[src/rtl/ow_pkg.sv]
package ow_pkg;

    localparam int OW_TIME_W = 16;

    typedef logic [OW_TIME_W-1:0] ow_time_t;

    typedef enum logic [2:0] {
        ST_IDLE,
        ST_SLOT,
        ST_RST,
        ST_PD_WAIT,
        ST_PD_LOW,
        ST_PD_END
    } ow_state_e;

    typedef enum logic {
        SPD_STD = 1'b0,
        SPD_OD  = 1'b1
    } ow_speed_e;

    typedef struct packed {
        ow_time_t rst_min;
        ow_time_t pd_wait;
        ow_time_t pd_low;
        ow_time_t sample;
        ow_time_t hold0;
    } ow_timing_t;

    // Overdrive survives a reset only if it was active and the pulse was short.
    function automatic ow_speed_e speed_after_reset(ow_speed_e cur, logic short_pulse);
        return (cur == SPD_OD && short_pulse) ? SPD_OD : SPD_STD;
    endfunction

endpackage

[src/rtl/ow_line_filt.sv]
module ow_line_filt #(
    parameter int TICK_DIV = 50
) (
    input  logic clk,
    input  logic rst,
    input  logic raw,
    output logic line
);
    localparam int CW = $clog2(TICK_DIV + 1);

    logic          s1, s2;
    logic [CW-1:0] cnt;

    always_ff @(posedge clk) begin
        if (rst) begin
            s1   <= 1'b1;
            s2   <= 1'b1;
            line <= 1'b1;
            cnt  <= '0;
        end else begin
            s1 <= raw;
            s2 <= s1;
            if (s2 == line) begin
                cnt <= '0;
            end else if (cnt == CW'(TICK_DIV - 1)) begin
                line <= s2;
                cnt  <= '0;
            end else begin
                cnt <= cnt + 1'b1;
            end
        end
    end

    // the filtered level only ever takes a value the synchronizer held
    a_r9_filter_follows_sync: assert property (@(posedge clk) disable iff (rst)
        (line != $past(line)) |-> ($past(s2) == line));

endmodule

[src/rtl/ow_us_timer.sv]
module ow_us_timer
    import ow_pkg::*;
#(
    parameter int TICK_DIV = 50
) (
    input  logic     clk,
    input  logic     rst,
    input  logic     restart,
    output ow_time_t elapsed
);
    localparam int PW = $clog2(TICK_DIV + 1);

    logic [PW-1:0] pre;

    always_ff @(posedge clk) begin
        if (rst || restart) begin
            pre     <= '0;
            elapsed <= '0;
        end else if (pre == PW'(TICK_DIV - 1)) begin
            pre <= '0;
            if (elapsed != '1) elapsed <= elapsed + 1'b1;
        end else begin
            pre <= pre + 1'b1;
        end
    end

    // without a restart the microsecond count never moves backwards
    a_r2_timer_monotonic: assert property (@(posedge clk) disable iff (rst)
        (!restart) |=> (elapsed >= $past(elapsed)));

endmodule

[src/rtl/ow_slave_phy.sv]
module ow_slave_phy
    import ow_pkg::*;
#(
    parameter int TICK_DIV       = 50,
    parameter int RST_STD_US     = 480,
    parameter int RST_OD_US      = 48,
    parameter int OD_KEEP_US     = 80,
    parameter int PD_WAIT_STD_US = 30,
    parameter int PD_WAIT_OD_US  = 3,
    parameter int PD_LOW_STD_US  = 120,
    parameter int PD_LOW_OD_US   = 16,
    parameter int SAMPLE_STD_US  = 30,
    parameter int SAMPLE_OD_US   = 3,
    parameter int HOLD0_STD_US   = 30,
    parameter int HOLD0_OD_US    = 3
) (
    input  logic clk,
    input  logic rst,
    input  logic bus_in,
    output logic drive_low,
    input  logic tx_bit,
    input  logic overdrive_req,
    output logic rx_bit,
    output logic bit_valid,
    output logic bus_reset,
    output logic overdrive
);
    localparam ow_timing_t T_STD = '{
        rst_min: ow_time_t'(RST_STD_US),
        pd_wait: ow_time_t'(PD_WAIT_STD_US),
        pd_low:  ow_time_t'(PD_LOW_STD_US),
        sample:  ow_time_t'(SAMPLE_STD_US),
        hold0:   ow_time_t'(HOLD0_STD_US)
    };
    localparam ow_timing_t T_OD = '{
        rst_min: ow_time_t'(RST_OD_US),
        pd_wait: ow_time_t'(PD_WAIT_OD_US),
        pd_low:  ow_time_t'(PD_LOW_OD_US),
        sample:  ow_time_t'(SAMPLE_OD_US),
        hold0:   ow_time_t'(HOLD0_OD_US)
    };
    localparam ow_time_t K_KEEP = ow_time_t'(OD_KEEP_US);

    logic       line;
    logic       restart;
    ow_time_t   el;
    ow_timing_t tm;

    ow_state_e  st, st_d;
    ow_speed_e  speed, speed_d;
    logic       tx_lat, tx_lat_d;
    logic       sampled, sampled_d;
    logic       rx_d, drive_d, bv_d, brst_d;

    ow_line_filt #(.TICK_DIV(TICK_DIV)) u_filt (
        .clk  (clk),
        .rst  (rst),
        .raw  (bus_in),
        .line (line)
    );

    ow_us_timer #(.TICK_DIV(TICK_DIV)) u_tmr (
        .clk     (clk),
        .rst     (rst),
        .restart (restart),
        .elapsed (el)
    );

    assign tm        = (speed == SPD_OD) ? T_OD : T_STD;
    assign overdrive = (speed == SPD_OD);

    always_comb begin
        st_d      = st;
        speed_d   = speed;
        tx_lat_d  = tx_lat;
        sampled_d = sampled;
        rx_d      = rx_bit;
        drive_d   = 1'b0;
        bv_d      = 1'b0;
        brst_d    = 1'b0;
        restart   = 1'b0;
        if (overdrive_req) speed_d = SPD_OD;
        unique case (st)
            ST_IDLE: begin
                if (!line) begin
                    restart   = 1'b1;
                    tx_lat_d  = tx_bit;
                    sampled_d = 1'b0;
                    st_d      = ST_SLOT;
                end
            end
            ST_SLOT: begin
                drive_d = !tx_lat && (el < tm.hold0);
                if (!sampled && el == tm.sample) begin
                    bv_d      = 1'b1;
                    rx_d      = line;
                    sampled_d = 1'b1;
                end
                if (!line && el >= tm.rst_min) st_d = ST_RST;
                else if (line && sampled)      st_d = ST_IDLE;
            end
            ST_RST: begin
                if (line) begin
                    brst_d  = 1'b1;
                    speed_d = speed_after_reset(speed, el <= K_KEEP);
                    restart = 1'b1;
                    st_d    = ST_PD_WAIT;
                end
            end
            ST_PD_WAIT: begin
                if (el >= tm.pd_wait) begin
                    restart = 1'b1;
                    drive_d = 1'b1;
                    st_d    = ST_PD_LOW;
                end
            end
            ST_PD_LOW: begin
                if (el < tm.pd_low) drive_d = 1'b1;
                else                st_d    = ST_PD_END;
            end
            ST_PD_END: begin
                if (line) st_d = ST_IDLE;
            end
            default: st_d = ST_IDLE;
        endcase
    end

    always_ff @(posedge clk) begin
        if (rst) begin
            st        <= ST_IDLE;
            speed     <= SPD_STD;
            tx_lat    <= 1'b1;
            sampled   <= 1'b0;
            rx_bit    <= 1'b1;
            drive_low <= 1'b0;
            bit_valid <= 1'b0;
            bus_reset <= 1'b0;
        end else begin
            st        <= st_d;
            speed     <= speed_d;
            tx_lat    <= tx_lat_d;
            sampled   <= sampled_d;
            rx_bit    <= rx_d;
            drive_low <= drive_d;
            bit_valid <= bv_d;
            bus_reset <= brst_d;
        end
    end

    // a reset strobe only follows a low that reached the reset threshold
    a_r1_reset_needs_long_low: assert property (@(posedge clk) disable iff (rst)
        bus_reset |-> ($past(el) >= $past(tm.rst_min)));

    // presence drive never outlasts its programmed width
    a_r3_presence_bounded: assert property (@(posedge clk) disable iff (rst)
        (st == ST_PD_LOW && drive_low && $stable(overdrive)) |-> (el <= tm.pd_low));

    // a reset longer than the keep limit ends at standard speed
    a_r4_long_reset_standard: assert property (@(posedge clk) disable iff (rst)
        (st == ST_RST && line && el > K_KEEP) |=> !overdrive);

    // a short reset in overdrive keeps overdrive
    a_r5_short_reset_keeps_od: assert property (@(posedge clk) disable iff (rst)
        (st == ST_RST && line && overdrive && el <= K_KEEP) |=> overdrive);

    // a request outside reset resolution enters overdrive
    a_r6_request_enters_od: assert property (@(posedge clk) disable iff (rst)
        (overdrive_req && !(st == ST_RST && line)) |=> overdrive);

    // the received-bit strobe is a single cycle
    a_r7_single_strobe: assert property (@(posedge clk) disable iff (rst)
        bit_valid |=> !bit_valid);

    // a latched 1 never pulls the line during the slot
    a_r8_tx1_silent: assert property (@(posedge clk) disable iff (rst)
        (st == ST_SLOT && tx_lat) |=> !drive_low);

endmodule

[config.mk]
export PLATFORM = sky130hd
export DESIGN_NAME = ow_slave_phy
export DESIGN_NICKNAME = d
export VERILOG_FILES = /design/src/rtl/ow_pkg.sv /design/src/rtl/ow_line_filt.sv /design/src/rtl/ow_us_timer.sv /design/src/rtl/ow_slave_phy.sv
export SDC_FILE = /design/constraint.sdc
export NUM_CORES = 1
export LEC_CHECK = 0
export ABC_AREA = 1
export BUFFER_PORTS_ARGS = -buffer_cell sky130_fd_sc_hd__buf_4
export CORE_ASPECT_RATIO = 0.9
export CORE_MARGIN = 5
export CORE_UTILIZATION = 40
export CTS_BUF_LIST = sky130_fd_sc_hd__clkbuf_16
export DETAILED_ROUTE_END_ITERATION = 7
export GPL_TIMING_DRIVEN = 1
export HOLD_SLACK_MARGIN = 0.1
export SETUP_SLACK_MARGIN = 0.15
export SLEW_MARGIN = 20
export SYNTH_ARGS = -nofsm -noshare
export SYNTH_HDL_FRONTEND = slang
export SYNTH_SLANG_ARGS = --single-unit
[constraint.sdc]
create_clock -name clk -period 6.4 [get_ports clk]
set_clock_uncertainty 0.05 [all_clocks]
set_input_delay 0 -clock clk [delete_from_list [all_inputs] [get_ports clk]]
set_output_delay 0 -clock clk [all_outputs]
set_load 0.01 [all_outputs]
==> run metrics <==
outcome=complete, no violations; Final GP Congestion=around 0.81; final global-route overflow total=0; initial antenna violation count=0; share of cells above drive strength 1=0.116; post-synth top area cell=dfxtp_1; Ports=10; routed vias=roughly 2100; total clock sinks=41; Pint=approximately 0.42 mW; part of the power in registers=0.478; Max Slew Vio Count=0; Num CTS Buffers=5; synthesized area per cell=7.08 µm²; Root Buffer=clkbuf_16; Slew HR=0.644; final hold vios=0; Finished Layout Cells=approximately 420; Horiz. Die Dim=91.3 µm; Clock transition at path regs=approximately 0.060 ns; WP data arrival=2.63 ns; setup TNS=0 ns; Tmin final=2.46 ns; total track usage=0.135; post-DR wirelength/cell=11.6 µm; setup violators final=0; first-pass GRT wire length=8630 µm; initial drt markers=121; Net Sw Frac=0.241; clock share of power=0.459; Comb pwr share=0.063; Async S/R FF share, synth=0; CP required=6.57 ns; Post-Synthesis Cell Area=2380 µm²; Critical Path Source Type=flip-flop; die area=7590 µm²; Max Clk Rate=406 MHz; pin count of the biggest net entering global routing=19; worst-skew pair later-pin latency=between 0.2 and 0.3 ns; setup ws final=3.94 ns; CTS tree=done; type of element capturing the critical path=flip-flop; hold crit path type=flip-flop to flip-flop; switching pwr=0.133 mW; Netlist cell types=29; Post-synth top flop=dfxtp_1; Final ANT Viol Nets=0; RSZ-0062 raised after global routing=false; Post-synth top cells=nand2_1, dfxtp_1, inv_1; top cell type's share of synthesized area=0.345; sequential share of the synthesized area=0.345; vias in the first global route=1906; Worst Max-Slew Pin Slew=0.530 ns; post-CTS setup buffer count=0; H-tree Lvls=2; Detail Placement HPWL=between 3000 and 4000 µm; maxcap violations=0; yosys synthesis warning count=0; Post-Place Worst Slack=3.92 ns; CP Max Fanout=17; Pwr per Cell Area=204 nW/µm²; Tcrit/Tclk final=0.385; Row Count=26; DIE HEIGHT=83.1 µm; floorplan core area=5730 µm²; vias per std cell=4.96; Mapped Nets=approximately 360; IO Port Bufs=9; dpl cells=409; fin nets=373; Antenna diodes=0; clk buf depth=2; static leakage=between 1 and 1.5 nW; # DRC=0; maximum vdd drop=0.0000995 V; most common cell in the netlist=nand2_1; cells after synthesis=336; number of detailed-route iterations in the first pass=4; Area Overhead vs Synth=13.8%; CP Class=flip-flop to flip-flop; Detailed Route WL=4920 µm; Area contributors post-synth=dfxtp_1, nand2_1, ha_1, nand3_1, inv_1; FF+latch count, synth=41; Post-synth EDFFs=0; Initial Util=0.415
## metrics by stage
stage | hold slack [ns] | util | instance area, µm² | power (mW)
after global routing | 0.374 | 0.472 | 2710 | 0.580
after global placement | 0.135 | 0.436 | 2490 | 0.302
final | 0.359 | 0.472 | 2710 | 0.553
after floorplan | 0.0538 | - | 2380 | 0.294
after CTS | 0.362 | 0.472 | 2710 | 0.561
after detailed placement | 0.141 | 0.436 | 2490 | 0.303
## critical path, cell delays in order (launching register included)
cell	delay, ns
dfxtp_1	0.60
inv_1	0.12
ha_1	0.34
a21oi_1	0.16
nand2_1	0.07
nand2_1	0.09
nand2_2	0.08
o21ai_4	0.15
nand3_4	0.20
or2_1	0.41
nor2_2	0.13
## placed cells by master (no fill, tap or decap), drive strengths merged, types with 2 or more instances in the layout
cell type | netlist | routed
clkinv | 1 | 2
o21ai | 8 | 8
dfxtp | 41 | 41
buf | 5 | 9
xor2 | 8 | 8
or2 | 3 | 3
nand4 | 12 | 12
nor3b | 4 | 4
nand3 | 30 | 30
nor2 | 44 | 44
a21oi | 25 | 25
ha | 16 | 16
inv | 43 | 44
nor3 | 16 | 16
o211ai | 2 | 2
dlygate4sd3 | 0 | 6
nand2 | 71 | 71
clkbuf | 1 | 5
xnor2 | 4 | 4
## final timing paths
check                                 end                 start  depth (start not counted)  slack (ns)
setup / recovery  u_tmr.pre[2]$_SDFF_PP0_  overdrive$_SDFF_PP0_                         10        3.94
hold / removal       u_filt.s2$_SDFF_PP1_  u_filt.s1$_SDFF_PP1_                          1        0.36
setup reg to reg  u_tmr.pre[2]$_SDFF_PP0_  overdrive$_SDFF_PP0_                         10        3.94
hold reg to reg      u_filt.s2$_SDFF_PP1_  u_filt.s1$_SDFF_PP1_                          1        0.36
## layout make-up
| type | instances | area [µm²] |
|---|---|---|
| Clock buffer | 5 | 125 |
| Clock inverter | 3 | 25.0 |
| Fill cell | 603 | 3020 |
| Inverter | 44 | 165 |
| Multi-Input combinational cell | 245 | 1350 |
| Sequential cell | 41 | 821 |
| Tap cell | 70 | 87.6 |
| Timing Repair Buffer | 15 | 128 |
## power by group through the flow
stage	logic, mW	registers [mW]	clock network (mW)
6_report	0.0346	0.265	0.254
5_1_grt	0.0403	0.265	0.275
4_1_cts	0.0350	0.265	0.261
3_5_place_dp	0.0323	0.270	0
3_3_place_gp	0.0315	0.270	0
2_1_floorplan	0.0247	0.269	0
## per-layer routing
metal / part of all wire / vias to the layer above / GRT usage / wire length [µm]
met4: 0.0093 / 0 / 0.0400 / 46
met3: 0.034 / 5 / 0.0298 / 168
met5: 0 / - / 0 / 0
met2: 0.43 / 30 / 0.206 / 2130
li1: - / 1135 / - / -
met1: 0.52 / 929 / 0.189 / 2580
## kinds of logic after synthesis
family / count (synthesis) / share of synthesized area
AND/OR/NAND/NOR: 181 / 0.357
buffers and inverters: 50 / 0.0853
flip-flops: 41 / 0.345
AO/OA/AOI/OAI: 36 / 0.0837
adder cells (fa/ha/maj): 16 / 0.0842
XOR/XNOR: 12 / 0.0442
## timing repair
| item | CTS | global route |
|---|---|---|
| hold buffers | 6 | 0 |
| gates resized for setup | 0 | 0 |
| hold endpoints to repair | 12 | 0 |
## flip-flops by register name (all words and copies together), names as in the netlist
| register | cells |
|---|---|
| u_tmr.elapsed | 16 |
| u_filt.cnt | 6 |
| u_tmr.pre | 6 |
| st | 3 |
| bit_valid | 1 |
| bus_reset | 1 |
| drive_low | 1 |
| overdrive | 1 |
| rx_bit | 1 |
| sampled | 1 |
| tx_lat | 1 |
| u_filt.line | 1 |
| u_filt.s1 | 1 |
| u_filt.s2 | 1 |
No activity file was read; power rests on OpenSTA's default activity.
